===== src/rtl/cwr_pkg.sv =====
package cwr_pkg;

  // strobes from control to datapath
  typedef struct packed {
    logic shiftEn;  // take one serial bit
    logic commit;   // publish the captured word
  } rxCtl_t;

endpackage


===== src/rtl/cwr_sync.sv =====
module cwr_sync #(
  parameter int WIDTH = 3,
  parameter int STAGES = 2,
  parameter logic [WIDTH-1:0] RESET_VAL = '0
) (
  input  logic             clk,
  input  logic             rstN,
  input  logic [WIDTH-1:0] asyncIn,
  output logic [WIDTH-1:0] syncOut
);

  logic [WIDTH-1:0] pipe [STAGES];

  generate
    for (genvar s = 0; s < STAGES; s++) begin : g_stage
      if (s == 0) begin : g_first
        always_ff @(posedge clk or negedge rstN) begin
          if (!rstN) pipe[0] <= RESET_VAL;
          else       pipe[0] <= asyncIn;
        end
      end else begin : g_next
        always_ff @(posedge clk or negedge rstN) begin
          if (!rstN) pipe[s] <= RESET_VAL;
          else       pipe[s] <= pipe[s-1];
        end
      end
    end
  endgenerate

  assign syncOut = pipe[STAGES-1];

endmodule


===== src/rtl/cwr_ctrl.sv =====
module cwr_ctrl
  import cwr_pkg::*;
#(
  parameter int FRAME_BITS = 16
) (
  input  logic   clk,
  input  logic   rstN,
  input  logic   sckS,
  input  logic   csnS,
  output rxCtl_t ctl
);

  localparam int CNT_W = $clog2(FRAME_BITS + 2);
  localparam logic [CNT_W-1:0] FULL_CNT = CNT_W'(FRAME_BITS);
  localparam logic [CNT_W-1:0] OVER_CNT = CNT_W'(FRAME_BITS + 1);

  logic             sckPrev;
  logic             csnPrev;
  logic [CNT_W-1:0] bitCnt;
  logic             sckRise;
  logic             csnRise;

  assign sckRise = sckS & ~sckPrev;
  assign csnRise = csnS & ~csnPrev;

  always_comb begin
    ctl.shiftEn = sckRise & ~csnS;
    ctl.commit  = csnRise & (bitCnt == FULL_CNT);
  end

  always_ff @(posedge clk or negedge rstN) begin
    if (!rstN) begin
      sckPrev <= 1'b0;
      csnPrev <= 1'b1;
      bitCnt  <= '0;
    end else begin
      sckPrev <= sckS;
      csnPrev <= csnS;
      if (csnS)
        bitCnt <= '0;
      else if (ctl.shiftEn && bitCnt != OVER_CNT)
        bitCnt <= bitCnt + 1'b1;
    end
  end

endmodule


===== src/rtl/cwr_dp.sv =====
module cwr_dp
  import cwr_pkg::*;
#(
  parameter int FRAME_BITS = 16,
  parameter int OP_BITS = 4,
  parameter int MODE_BITS = 8,
  parameter logic [OP_BITS-1:0] CFG_OPCODE = 4'h1,
  parameter logic [MODE_BITS-1:0] MODE_OFF = '0
) (
  input  logic                           clk,
  input  logic                           rstN,
  input  rxCtl_t                         ctl,
  input  logic                           bitIn,
  output logic [OP_BITS-1:0]             cmdOut,
  output logic [FRAME_BITS-OP_BITS-1:0]  dataOut,
  output logic [MODE_BITS-1:0]           modeOut,
  output logic                           wordValid,
  output logic                           cfgStrobe
);

  localparam int DATA_BITS = FRAME_BITS - OP_BITS;

  logic [FRAME_BITS-1:0] shiftReg;
  logic [OP_BITS-1:0]    opField;
  logic                  isCfg;

  assign opField = shiftReg[FRAME_BITS-1 -: OP_BITS];
  assign isCfg   = (opField == CFG_OPCODE);

  always_ff @(posedge clk or negedge rstN) begin
    if (!rstN) shiftReg <= '0;
    else if (ctl.shiftEn) shiftReg <= {shiftReg[FRAME_BITS-2:0], bitIn};
  end

  always_ff @(posedge clk or negedge rstN) begin
    if (!rstN) begin
      cmdOut    <= '0;
      dataOut   <= '0;
      wordValid <= 1'b0;
    end else begin
      wordValid <= ctl.commit;
      if (ctl.commit) begin
        cmdOut  <= opField;
        dataOut <= shiftReg[DATA_BITS-1:0];
      end
    end
  end

  always_ff @(posedge clk or negedge rstN) begin
    if (!rstN) begin
      modeOut   <= MODE_OFF;
      cfgStrobe <= 1'b0;
    end else begin
      cfgStrobe <= ctl.commit & isCfg;
      if (ctl.commit && isCfg) modeOut <= shiftReg[MODE_BITS-1:0];
    end
  end

endmodule


===== src/rtl/cmd_word_rx.sv =====
module cmd_word_rx
  import cwr_pkg::*;
#(
  parameter int FRAME_BITS = 16,
  parameter int OP_BITS = 4,
  parameter int MODE_BITS = 8,
  parameter int SYNC_STAGES = 2,
  parameter logic [OP_BITS-1:0] CFG_OPCODE = 4'h1,
  parameter logic [MODE_BITS-1:0] MODE_OFF = '0
) (
  input  logic                          clk,
  input  logic                          rstN,
  input  logic                          sckIn,
  input  logic                          mosiIn,
  input  logic                          csnIn,
  output logic [OP_BITS-1:0]            cmdOut,
  output logic [FRAME_BITS-OP_BITS-1:0] dataOut,
  output logic [MODE_BITS-1:0]          modeOut,
  output logic                          wordValid,
  output logic                          cfgStrobe
);

  // {csn, mosi, sck}; idle levels are csn high, others low
  localparam logic [2:0] PIN_IDLE = 3'b100;

  logic [2:0] pinSync;
  rxCtl_t     ctl;

  cwr_sync #(.WIDTH(3), .STAGES(SYNC_STAGES), .RESET_VAL(PIN_IDLE)) sync_i (
    .clk(clk), .rstN(rstN),
    .asyncIn({csnIn, mosiIn, sckIn}),
    .syncOut(pinSync)
  );

  cwr_ctrl #(.FRAME_BITS(FRAME_BITS)) ctrl_i (
    .clk(clk), .rstN(rstN),
    .sckS(pinSync[0]), .csnS(pinSync[2]),
    .ctl(ctl)
  );

  cwr_dp #(
    .FRAME_BITS(FRAME_BITS), .OP_BITS(OP_BITS), .MODE_BITS(MODE_BITS),
    .CFG_OPCODE(CFG_OPCODE), .MODE_OFF(MODE_OFF)
  ) dp_i (
    .clk(clk), .rstN(rstN), .ctl(ctl), .bitIn(pinSync[1]),
    .cmdOut(cmdOut), .dataOut(dataOut), .modeOut(modeOut),
    .wordValid(wordValid), .cfgStrobe(cfgStrobe)
  );

endmodule


===== config.mk =====
export PLATFORM = sky130hd
export DESIGN_NAME = cmd_word_rx
export DESIGN_NICKNAME = d
export VERILOG_FILES = /design/src/rtl/cwr_pkg.sv /design/src/rtl/cwr_sync.sv /design/src/rtl/cwr_ctrl.sv /design/src/rtl/cwr_dp.sv /design/src/rtl/cmd_word_rx.sv
export SDC_FILE = /design/constraint.sdc
export NUM_CORES = 1
export LEC_CHECK = 0
export BUFFER_PORTS_ARGS = -buffer_cell sky130_fd_sc_hd__buf_2
export CAP_MARGIN = 10
export CORE_ASPECT_RATIO = 1.2
export CORE_MARGIN = 2
export CORE_UTILIZATION = 27
export DETAILED_ROUTE_END_ITERATION = 10
export GPL_TIMING_DRIVEN = 1
export SYNTH_ARGS = -nofsm -noshare
export SYNTH_HDL_FRONTEND = slang
export SYNTH_SLANG_ARGS = --single-unit

===== constraint.sdc =====
create_clock -name clk -period 3.6 [get_ports clk]
set_input_delay 0.54 -clock clk [delete_from_list [all_inputs] [get_ports clk]]
set_output_delay 0.54 -clock clk [all_outputs]
set_load 0.005 [all_outputs]

==> metrics.txt, run 1 <==
slack of the critical path 1570 ps; Final Hold Viols 0; final count of pins violating max slew 0; reg2reg path depth 3; hold path start csnIn; library cell with the highest instance count after synthesis sky130_fd_sc_hd__dfrtp_1; clock-pin transition on the worst setup and hold timing paths around 90 ps; post-cts sizing count 0; final net count 203; synthesized area 2100 µm²; multiplexer share of the synthesized area about 14%; number of setup violations in the final report 0; cell internal pwr 0.840 mW; type of origin of the critical path flop; r2r startpoint ctrl_i.bitCnt[2]; clock latency at the later pin of the worst-skew pair 300 ps; per-cell via count in the routed design about 4.3; TritonCTS sink count 55; Worst R2R End dp_i.dataOut[4]; HPWL reported at the end of detailed placement between 2000 and 2500 µm; RSZ-0062 raised after global routing no; horizontal die dimension between 80 and 90 µm; Post-Route Utilization about a third; Hold Path Stages 1; number of port buffers 30; buffer type at the clock tree root sky130_fd_sc_hd__clkbuf_8; Worst Skew 6.76 ps; result of the run complete, no violations; DP Area 2330 µm²; category of the most critical setup path reg2reg; Arr. time, crit path 2220 ps; floorplan die height 101 µm; Post-synth top flop sky130_fd_sc_hd__dfrtp_1; fraction of the mapped netlist area in adder cells under 10%; number of design rule violations left after detail routing 0; Routed wire per std cell 12.1 µm; initial antenna violation count 0; Die ar. 8510 µm²; layout cells sized above 1 around a third; postcts setup bufs 0; CTS buffer count 5; wire length of the first global-routing pass 6000 µm; vias in the first global route 1250; number of nets produced by synthesis 171; Routed WL 3500 µm; number of iterations in the first detailed-routing pass 4; portion of the post-synthesis area used by sequential elements 65.6%; proportion of power drawn by flip-flops and latches 62.4%; distinct cell type count of the synthesized netlist 25; power density over the cells 444 nW/µm²; Max IR drop VDD 221 µV; number of cells in the finished layout apart from fillers 288; TritonCTS clock tree yes; number of levels the H-tree was split into 2; total of hold buffers inserted after clock tree synthesis 0; initial cell density of the core around 28%; Iteration-0 DRC Markers 69; main combinational cell family by area after synthesis multiplexers; worst relative slew slack a little under a third; grt ovf 0; LEAKAGE approximately 1.3 nW; worst hold slack after final layout 324 ps; overall fraction of global-route tracks in use about 8.8%; maximum fanout along the worst path 17; proportion of power drawn by the clock network 33.2%; diode insertion count for antenna repair 0; top achievable clock speed about 490 MHz; sum of internal, switching and leakage power 1.08 mW; residual antenna-violating net count after detailed routing 0; Placement Rows 35; sw power ~0.24 mW; number of filler cells placed in the layout 806; mean post-synth cell area 12.9 µm²; final worst path period need 2030 ps; cells taking the most area after synthesis sky130_fd_sc_hd__dfrtp_1 62%, sky130_fd_sc_hd__mux2_2 13%, sky130_fd_sc_hd__nand2_1 8.7%; share of flip-flops with an asynchronous set or reset 100%; Final Instance Area 2430 µm²; count of placed standard cells including taps 280; Std-Cell Core Area 7620 µm²; setup slack, reg-to-reg 1570 ps; pre-CTS setup slack 1560 ps; Total Negative Setup Slacks 0 ps; share of the synthesized area in compound gates (AO/OA/AOI/OAI) 1.55%; Worst Hold End sync_i.pipe[5]; Maximum Capacitance Violations 0; total vias in the final route 1232; kind of end point of the critical path flop; final worst path period share between 50% and 60%; cell count after synthesis 163; simple-gate area share of the yosys netlist a little over an eighth; largest net degree at the start of global routing 45; xor/xnor share of the synthesized area less than 1%; area share of the largest cell type after synthesis 61.9%; num ports 31; final weighted congestion in routability-driven placement between 0.6 and 0.7; FF+latch count, synth 55; cell accounting for the most synthesized area sky130_fd_sc_hd__dfrtp_1; logic gate share of total power 4.4%; number of synthesized flops with an enable pin 0; maximum buffer depth of the clock tree 2; transition time at the pin with the least slew margin 1030 ps; min-delay worst type in2reg; required time at the endpoint of the critical path 3790 ps; most common library cells after synthesis 52 x sky130_fd_sc_hd__dfrtp_1, 49 x sky130_fd_sc_hd__nand2_1, 25 x sky130_fd_sc_hd__mux2_2; Yosys warning count 0; switching share of power 22.3%; layout-stage area growth over the synthesis result 15.6%
[logic make-up (layout without fill, tap and decap cells)]
| group | count (synthesis) | after routing |
|---|---|---|
| multiplexers | 27 | 27 |
| buffers and inverters | 9 | 42 |
| XOR/XNOR | 1 | 1 |
| flip-flops | 55 | 55 |
| AND/OR/NAND/NOR | 63 | 63 |
| adder cells (fa/ha/maj) | 3 | 3 |
| AO/OA/AOI/OAI | 5 | 5 |
[layer usage]
layer / part of all wire (%) / vias up / GRT usage [%]
met5: 0 / - / 0
li1: - / 591 / -
met4: 1.6 / 0 / 3.30
met3: 5.8 / 8 / 2.87
met2: 44 / 32 / 13.6
met1: 49 / 601 / 11.7
[final cells by class]
cell class	count	area, µm²	share of cell area [%]
Timing Repair Buffer	31	158	6.48
Inverter	3	11.3	0.463
Clock buffer	8	100	4.12
Multi-Input combinational cell	99	667	27.4
Sequential cell	55	1380	56.8
Tap cell	92	115	4.73
[sequential cells by signal, summed over array words and instances, names as in the netlist]
signal	count
ctrl_i.sckPrev	1
ctrl_i.csnPrev	1
dp_i.wordValid	1
ctrl_i.bitCnt	5
dp_i.dataOut	12
sync_i.syncOut	3
dp_i.shiftReg	16
dp_i.modeOut	8
dp_i.cfgStrobe	1
dp_i.cmdOut	4
sync_i.pipe	3
[cells in the final DEF, fill, tap and decap left out, drive strengths merged, types with 2 or more instances in the layout]
master and instances:
dfrtp 52, nand2 49, buf 31, mux2 25
clkbuf 8, inv 3, nand3 3, ha 3
dfstp 3, a21oi 3, nor3b 2, nand2b 2
mux2i 2
[critical path: stages, from the launching register on]
cell	delay (ps)
sky130_fd_sc_hd__dfrtp_1	440
sky130_fd_sc_hd__nor3b_2	350
sky130_fd_sc_hd__and2_1	710
sky130_fd_sc_hd__mux2_2	410
[worst max-delay path by stage]
stage	from	to	slack [ps]	depth (start not counted)
3_3_place_gp	ctrl_i.bitCnt[0]	dp_i.cmdOut[1]	1620	5
2_1_floorplan	sync_i.syncOut[2]	dp_i.cmdOut[0]	1940	6
5_1_grt	ctrl_i.bitCnt[1]	dp_i.cmdOut[3]	1420	5
6_report	ctrl_i.bitCnt[2]	dp_i.dataOut[4]	1570	3
3_5_place_dp	ctrl_i.bitCnt[2]	dp_i.dataOut[7]	1560	3
4_1_cts	ctrl_i.bitCnt[2]	dp_i.dataOut[6]	1550	3
[power by group through the flow]
| stage | Sequential (mW) | Combinational [mW] | Clock [mW] |
|---|---|---|---|
| after CTS | 0.675 | 0.0497 | 0.374 |
| after global routing | 0.681 | 0.0569 | 0.402 |
| final | 0.674 | 0.0475 | 0.358 |
| after floorplan | 0.677 | 0.0312 | 0 |
| after global placement | 0.687 | 0.0473 | 0 |
| after detailed placement | 0.687 | 0.0497 | 0 |
(Power assumes the default switching activity.)
==> run 2, diff against run 1 <==
Settings changed: ABC_AREA from default to 1.
Clock period 3.6 ns to 1.65 ns, I/O delays scaled along.
==> metrics.txt, run 2 <==
min-delay worst type in2reg; highest-count cells in the layout ignoring fill and taps 65 x sky130_fd_sc_hd__nand2_1, 52 x sky130_fd_sc_hd__dfrtp_1, 30 x sky130_fd_sc_hd__buf_2; buffer type at the clock tree root sky130_fd_sc_hd__clkbuf_8; power density over the cells 903 nW/µm² (+100%); RSZ-0062 raised after global routing no; Routed WL 3990 µm (+14%); initial antenna violation count 0 (unchanged); required time at the endpoint of the critical path 1850 ps (-1940 ps); residual antenna-violating net count after detailed routing 0 (unchanged); type of origin of the critical path flop; Critical-path top delay cell sky130_fd_sc_hd__dfrtp_1; Worst Skew 8.95 ps (+2.19 ps); clock-pin transition on the worst setup and hold timing paths 90 ps (about the same); per-cell via count in the routed design 4.27 (-0.15%); vias in the first global route 1523 (+22%); largest reg by FF count dp_i.shiftReg; reg2reg path depth 8 (+5); cell accounting for the most synthesized area sky130_fd_sc_hd__dfrtp_1; setup slack, reg-to-reg 240 ps (-1330 ps); HPWL reported at the end of detailed placement 2780 µm (+16%); TritonCTS sink count 55 (unchanged); pre-CTS setup slack 248 ps (-1310 ps); FF+latch count, synth 55 (unchanged); leading cell type in the layout, fill and taps excluded sky130_fd_sc_hd__nand2_1; Arr. time, crit path 1610 ps (-610 ps); area share of the largest cell type after synthesis 58.4% (-3.4 points); category of the most critical setup path reg2reg; Placement Rows 36 (+2.9%); most common library cells after synthesis 65 x sky130_fd_sc_hd__nand2_1, 52 x sky130_fd_sc_hd__dfrtp_1, 23 x sky130_fd_sc_hd__inv_1; grt ovf 0 (unchanged); Total Negative Setup Slacks 0 ps (unchanged); cell breakdown of the critical path inv_1, ha_1, nand2_1, nor2_4, nand2_4, buf_12, nand2_1, o21ai_2; Die ar. 8990 µm² (+5.6%); Worst R2R End dp_i.dataOut[8]; wire length of the first global-routing pass 7130 µm (+19%); clock latency at the later pin of the worst-skew pair 310 ps (about the same); maximum buffer depth of the clock tree 2 (unchanged); largest net degree at the start of global routing 56 (+24%); Yosys warning count 0 (unchanged); overall fraction of global-route tracks in use 10.2% (+1.4 points); Std-Cell Core Area 8060 µm² (+5.8%); horizontal die dimension 86.9 µm (+2.8%); slack of the critical path 245 ps (-1330 ps); number of setup violations in the final report 0 (unchanged); portion of the post-synthesis area used by sequential elements 62.0% (-3.6 points); share of flip-flops with an asynchronous set or reset 100% (unchanged); mean post-synth cell area 10.2 µm² (-21%); maximum fanout along the worst path 26 (+9); Final Hold Viols 0 (unchanged); cell count after synthesis 219 (+34%); number of design rule violations left after detail routing 0 (unchanged); transition time at the pin with the least slew margin 292 ps (-742 ps); postcts setup bufs 0 (unchanged); kind of end point of the critical path flop; total of hold buffers inserted after clock tree synthesis 1 (+1); biggest registers after layout dp_i.shiftReg: 16 flops, dp_i.dataOut: 12 flops, dp_i.modeOut: 8 flops; cell family contributing the most delay on the critical path flip-flops; post-cts sizing count 0 (unchanged); total buffers and inverters traversed by the critical path 2 (+2); layout-stage area growth over the synthesis result 16.6%; number of levels the H-tree was split into 2 (unchanged); layout cells sized above 1 27.8% (-7.4 points); hold path start csnIn; Largest stage delay, worst path 460 ps (-250 ps); number of port buffers 30 (unchanged); distinct cell type count of the synthesized netlist 21 (-16%); Hold Path Stages 1 (unchanged); number of iterations in the first detailed-routing pass 5 (+1); number of nets produced by synthesis 227 (+33%); max FFs per register 16 (unchanged); number of synthesized flops with an enable pin 0 (unchanged); num ports 31 (unchanged); library cell with the highest instance count after synthesis sky130_fd_sc_hd__nand2_1; CTS buffer count 5 (unchanged); Top cell by count, worst path sky130_fd_sc_hd__nand2_1; result of the run complete, no violations; Worst Hold End sync_i.pipe[5]; total vias in the final route 1495 (+21%); Iteration-0 DRC Markers 112 (+62%); final worst path period need 1410 ps (-623 ps); Maximum Capacitance Violations 0 (unchanged); top achievable clock speed 712 MHz (+44%); diode insertion count for antenna repair 0 (unchanged); TritonCTS clock tree yes; LEAKAGE 1.33 nW (+1.5%); synthesized area 2230 µm² (+5.9%); final worst path period share 85.2% (+29 points); final count of pins violating max slew 0 (unchanged); Max IR drop VDD 400 µV (+81%); floorplan die height 103 µm (+2.8%); cells taking the most area after synthesis sky130_fd_sc_hd__dfrtp_1 58%, sky130_fd_sc_hd__nand2_1 11%, sky130_fd_sc_hd__o21ai_2 6.3%; final weighted congestion in routability-driven placement 0.790 (+21%); Post-synth top flop sky130_fd_sc_hd__dfrtp_1; final net count 262 (+29%); worst relative slew slack 80.5% (+50 points); r2r startpoint ctrl_i.bitCnt[0]; initial cell density of the core 27.6% (about the same); Routed wire per std cell 11.4 µm (-6.1%)
## run 2: changes by cell type after synthesis, sizes merged, moves of 3 or more
cell / before / now
a21oi: 3 / 0
nand3: 3 / 18
o21ai: 1 / 34
nor2: 1 / 5
inv: 3 / 25
nand2: 49 / 67
mux2: 25 / 0
## run 2: cell type report
cell class	count	area [µm²]
clock inverters	3	18.8
multi-input cells	131	697
inverters	26	98.8
well taps	95	119
repair buffers	35	215
clock buffers	5	68.8
flip-flops and latches	55	1380
fillers	839	5470
## run 2: per-layer routing
metal  up-vias  share of wire, %  GRT usage [%]
met1       700                48           13.0
met3         7               4.4           2.94
met5         -                 0              0
met4         0               2.4           5.05
li1        763                 -              -
met2        25                46           15.8
## run 2: through the flow
step	util, %	std cells	hold slack [ps]	power (mW)	area, µm²
after global routing	32.2	350	13.1	2.48	2600
after detailed placement	31.0	341	271	1.64	2500
after global placement	31.0	341	269	1.63	2500
after floorplan	-	219	-48.1	1.56	2230
after CTS	32.2	350	28.1	2.39	2600
final	32.2	350	40.1	2.34	2600
## run 2: power by group
group	internal (mW)	switching, mW	total (mW)
registers	1.41	0.0509	1.46
logic	0.0437	0.101	0.145
clock network	0.300	0.438	0.737
total	1.76	0.590	2.34
## run 2: worst max-delay path by stage
stage                      from              end  slack (ps)  cells after the start
2_1_floorplan  ctrl_i.bitCnt[0]  dp_i.dataOut[1]         380                      8
3_3_place_gp   ctrl_i.bitCnt[0]   dp_i.cmdOut[0]         270                      8
3_5_place_dp   ctrl_i.bitCnt[0]   dp_i.cmdOut[1]         250                      8
4_1_cts        ctrl_i.bitCnt[0]  dp_i.dataOut[3]         230                      8
5_1_grt        ctrl_i.bitCnt[0]  dp_i.modeOut[4]         110                      8
6_report       ctrl_i.bitCnt[0]  dp_i.dataOut[8]         240                      8
## run 2: cells by family after synthesis
family,synth area share (%)
compound gates,10.3
fa+ha+maj,1.69
xor+xnor,0.393
flops,62.0
simple gates,18.9
buf+inv,6.74
==> run 3, diff against run 2 <==
Clock period 1.65 ns to 1.7 ns, I/O delays scaled along.
==> metrics.txt, run 3 (synthesis gave the netlist of run 2 again) <==
result of the run complete, no violations; Largest stage delay, worst path 440 ps (-20 ps); num ports 31 (unchanged); type of origin of the critical path flop; transition time at the pin with the least slew margin 366 ps (+73.9 ps); horizontal die dimension 86.9 µm (unchanged); category of the most critical setup path reg2reg; maximum buffer depth of the clock tree 2 (unchanged); pre-CTS setup slack 292 ps (+43.5 ps); cell family contributing the most delay on the critical path flip-flops; final worst path period need 1430 ps (+22.5 ps); maximum fanout along the worst path 9 (-65%); min-delay worst type in2reg; Maximum Capacitance Violations 0 (unchanged); HPWL reported at the end of detailed placement 3030 µm (+8.8%); worst relative slew slack 75.6% (-4.9 points); Iteration-0 DRC Markers 120 (+7.1%); number of setup violations in the final report 0 (unchanged); diode insertion count for antenna repair 0 (unchanged); Die ar. 8990 µm² (unchanged); initial antenna violation count 0 (unchanged); post-cts sizing count 0 (unchanged); count of placed standard cells including taps 344 (+0.88%); setup slack, reg-to-reg 270 ps (+30 ps); Final Hold Viols 0 (unchanged); hold path start csnIn; kind of end point of the critical path flop; Total Negative Setup Slacks 0 ps (unchanged); top achievable clock speed 700 MHz (-1.6%); TritonCTS clock tree yes; required time at the endpoint of the critical path 1910 ps (+60 ps); number of iterations in the first detailed-routing pass 4 (-1); TritonCTS sink count 55 (unchanged); largest net degree at the start of global routing 31 (-45%); Std-Cell Core Area 8060 µm² (unchanged); biggest registers after layout dp_i.shiftReg: 16 flops, dp_i.dataOut: 12 flops, dp_i.modeOut: 8 flops; number of design rule violations left after detail routing 0 (unchanged); number of cells in the finished layout apart from fillers 353 (+0.86%); Placement Rows 36 (unchanged); floorplan die height 103 µm (unchanged); max FFs per register 16 (unchanged); total buffers and inverters traversed by the critical path 2 (unchanged); cell breakdown of the critical path inv_1, ha_1, nand2_1, nor2_4, nand2_4, buf_4, nand2_1, o21ai_2; final count of pins violating max slew 0 (unchanged); Worst Hold End sync_i.pipe[5]; wire length of the first global-routing pass 7250 µm (+1.7%); Routed WL 4140 µm (+3.8%); per-cell via count in the routed design 4.28 (+0.14%); final weighted congestion in routability-driven placement 0.811 (+2.7%); Post-Route Utilization 32.8% (+0.56 points); vias in the first global route 1508 (-0.98%); LEAKAGE 1.35 nW (+1.3%); Routed wire per std cell 11.7 µm (+2.9%); Arr. time, crit path 1640 ps (+30 ps); number of filler cells placed in the layout 832 (-0.83%); r2r startpoint ctrl_i.bitCnt[1]; clock latency at the later pin of the worst-skew pair 320 ps (about the same); residual antenna-violating net count after detailed routing 0 (unchanged); reg2reg path depth 8 (unchanged); slack of the critical path 272 ps (+27.5 ps); final worst path period share 84.0% (-1.2 points); Max IR drop VDD 342 µV (-14%); sum of internal, switching and leakage power 2.44 mW (+4.0%); final net count 265 (+1.1%); highest-count cells in the layout ignoring fill and taps 65 x sky130_fd_sc_hd__nand2_1, 52 x sky130_fd_sc_hd__dfrtp_1, 30 x sky130_fd_sc_hd__buf_2; buffer type at the clock tree root sky130_fd_sc_hd__clkbuf_8; leading cell type in the layout, fill and taps excluded sky130_fd_sc_hd__nand2_1; Top cell by count, worst path sky130_fd_sc_hd__nand2_1; RSZ-0062 raised after global routing no; initial cell density of the core 27.6% (unchanged); power density over the cells 922 nW/µm² (+2.2%); Critical-path top delay cell sky130_fd_sc_hd__dfrtp_1; CTS buffer count 5 (unchanged); clock-pin transition on the worst setup and hold timing paths 90 ps (about the same); number of port buffers 30 (unchanged); largest reg by FF count dp_i.shiftReg; layout-stage area growth over the synthesis result 18.7%; Hold Path Stages 1 (unchanged); number of levels the H-tree was split into 2 (unchanged); Worst Skew 12.8 ps (+3.89 ps); WP depth 8 (unchanged); grt ovf 0 (unchanged); Worst R2R End dp_i.dataOut[9]; overall fraction of global-route tracks in use 10.5% (+0.26 points); total vias in the final route 1510 (+1.0%); layout cells sized above 1 28.3% (+0.45 points)
[run 3: changes by cell type in the layout (fill, tap and decap cells not counted), sizes merged]
cell | before | now
bufinv | 0 | 1
clkbuf | 5 | 6
inv | 26 | 25
clkinvlp | 0 | 1
buf | 34 | 37
clkinv | 3 | 1
[run 3: worst register-to-register path, delay by kind of cell (launching register included)]
family / cells / cell delay [ps]
compound gates: 1 / 50
fa+ha+maj: 1 / 140
buf+inv: 2 / 300
flops: 1 / 440
simple gates: 4 / 410
[run 3: layout make-up]
type                            instances  area, µm²  area share, %
Clock buffer                            6       72.6           2.75
Clock inverter                          2       37.5           1.42
Inverter                               26       98.8           3.74
Multi-Input combinational cell        131        697           26.4
Sequential cell                        55       1380           52.2
Tap cell                               95        119           4.50
Timing Repair Buffer                   38        238           9.00
[run 3: worst max path at each step]
stage	end	slack, ps	start
after floorplan	dp_i.dataOut[1]	430	ctrl_i.bitCnt[0]
after global placement	dp_i.dataOut[8]	320	ctrl_i.bitCnt[0]
after detailed placement	dp_i.dataOut[10]	290	ctrl_i.bitCnt[1]
after CTS	dp_i.dataOut[9]	270	ctrl_i.bitCnt[1]
after global routing	dp_i.modeOut[7]	150	ctrl_i.bitCnt[0]
final	dp_i.dataOut[9]	270	ctrl_i.bitCnt[1]
[run 3: routing by layer]
metal | vias up | share of wire [%] | global-route usage, %
met5 | - | 0 | 0
met4 | 0 | 2.3 | 5.41
met3 | 6 | 4.2 | 2.62
met2 | 27 | 46 | 16.2
met1 | 707 | 48 | 13.5
li1 | 770 | - | -
[run 3: report_power, final]
| part | total [mW] | switching (mW) | internal, mW |
|---|---|---|---|
| Sequential | 1.42 | 0.0504 | 1.37 |
| Combinational | 0.148 | 0.103 | 0.0450 |
| Clock | 0.869 | 0.429 | 0.440 |
| Total | 2.44 | 0.582 | 1.86 |
[run 3: timing repair]
action / CTS / global route
hold buffers: 1 / 0
hold endpoints to repair: 10 / 0
setup buffers: 0 / 0
[run 3: stage by stage]
stage          hold WS (ps)  area (µm²)
3_3_place_gp            193        2520
6_report               36.4        2640
5_1_grt                12.0        2640
3_5_place_dp            192        2520
2_1_floorplan         -40.6        2230
4_1_cts                23.6        2640
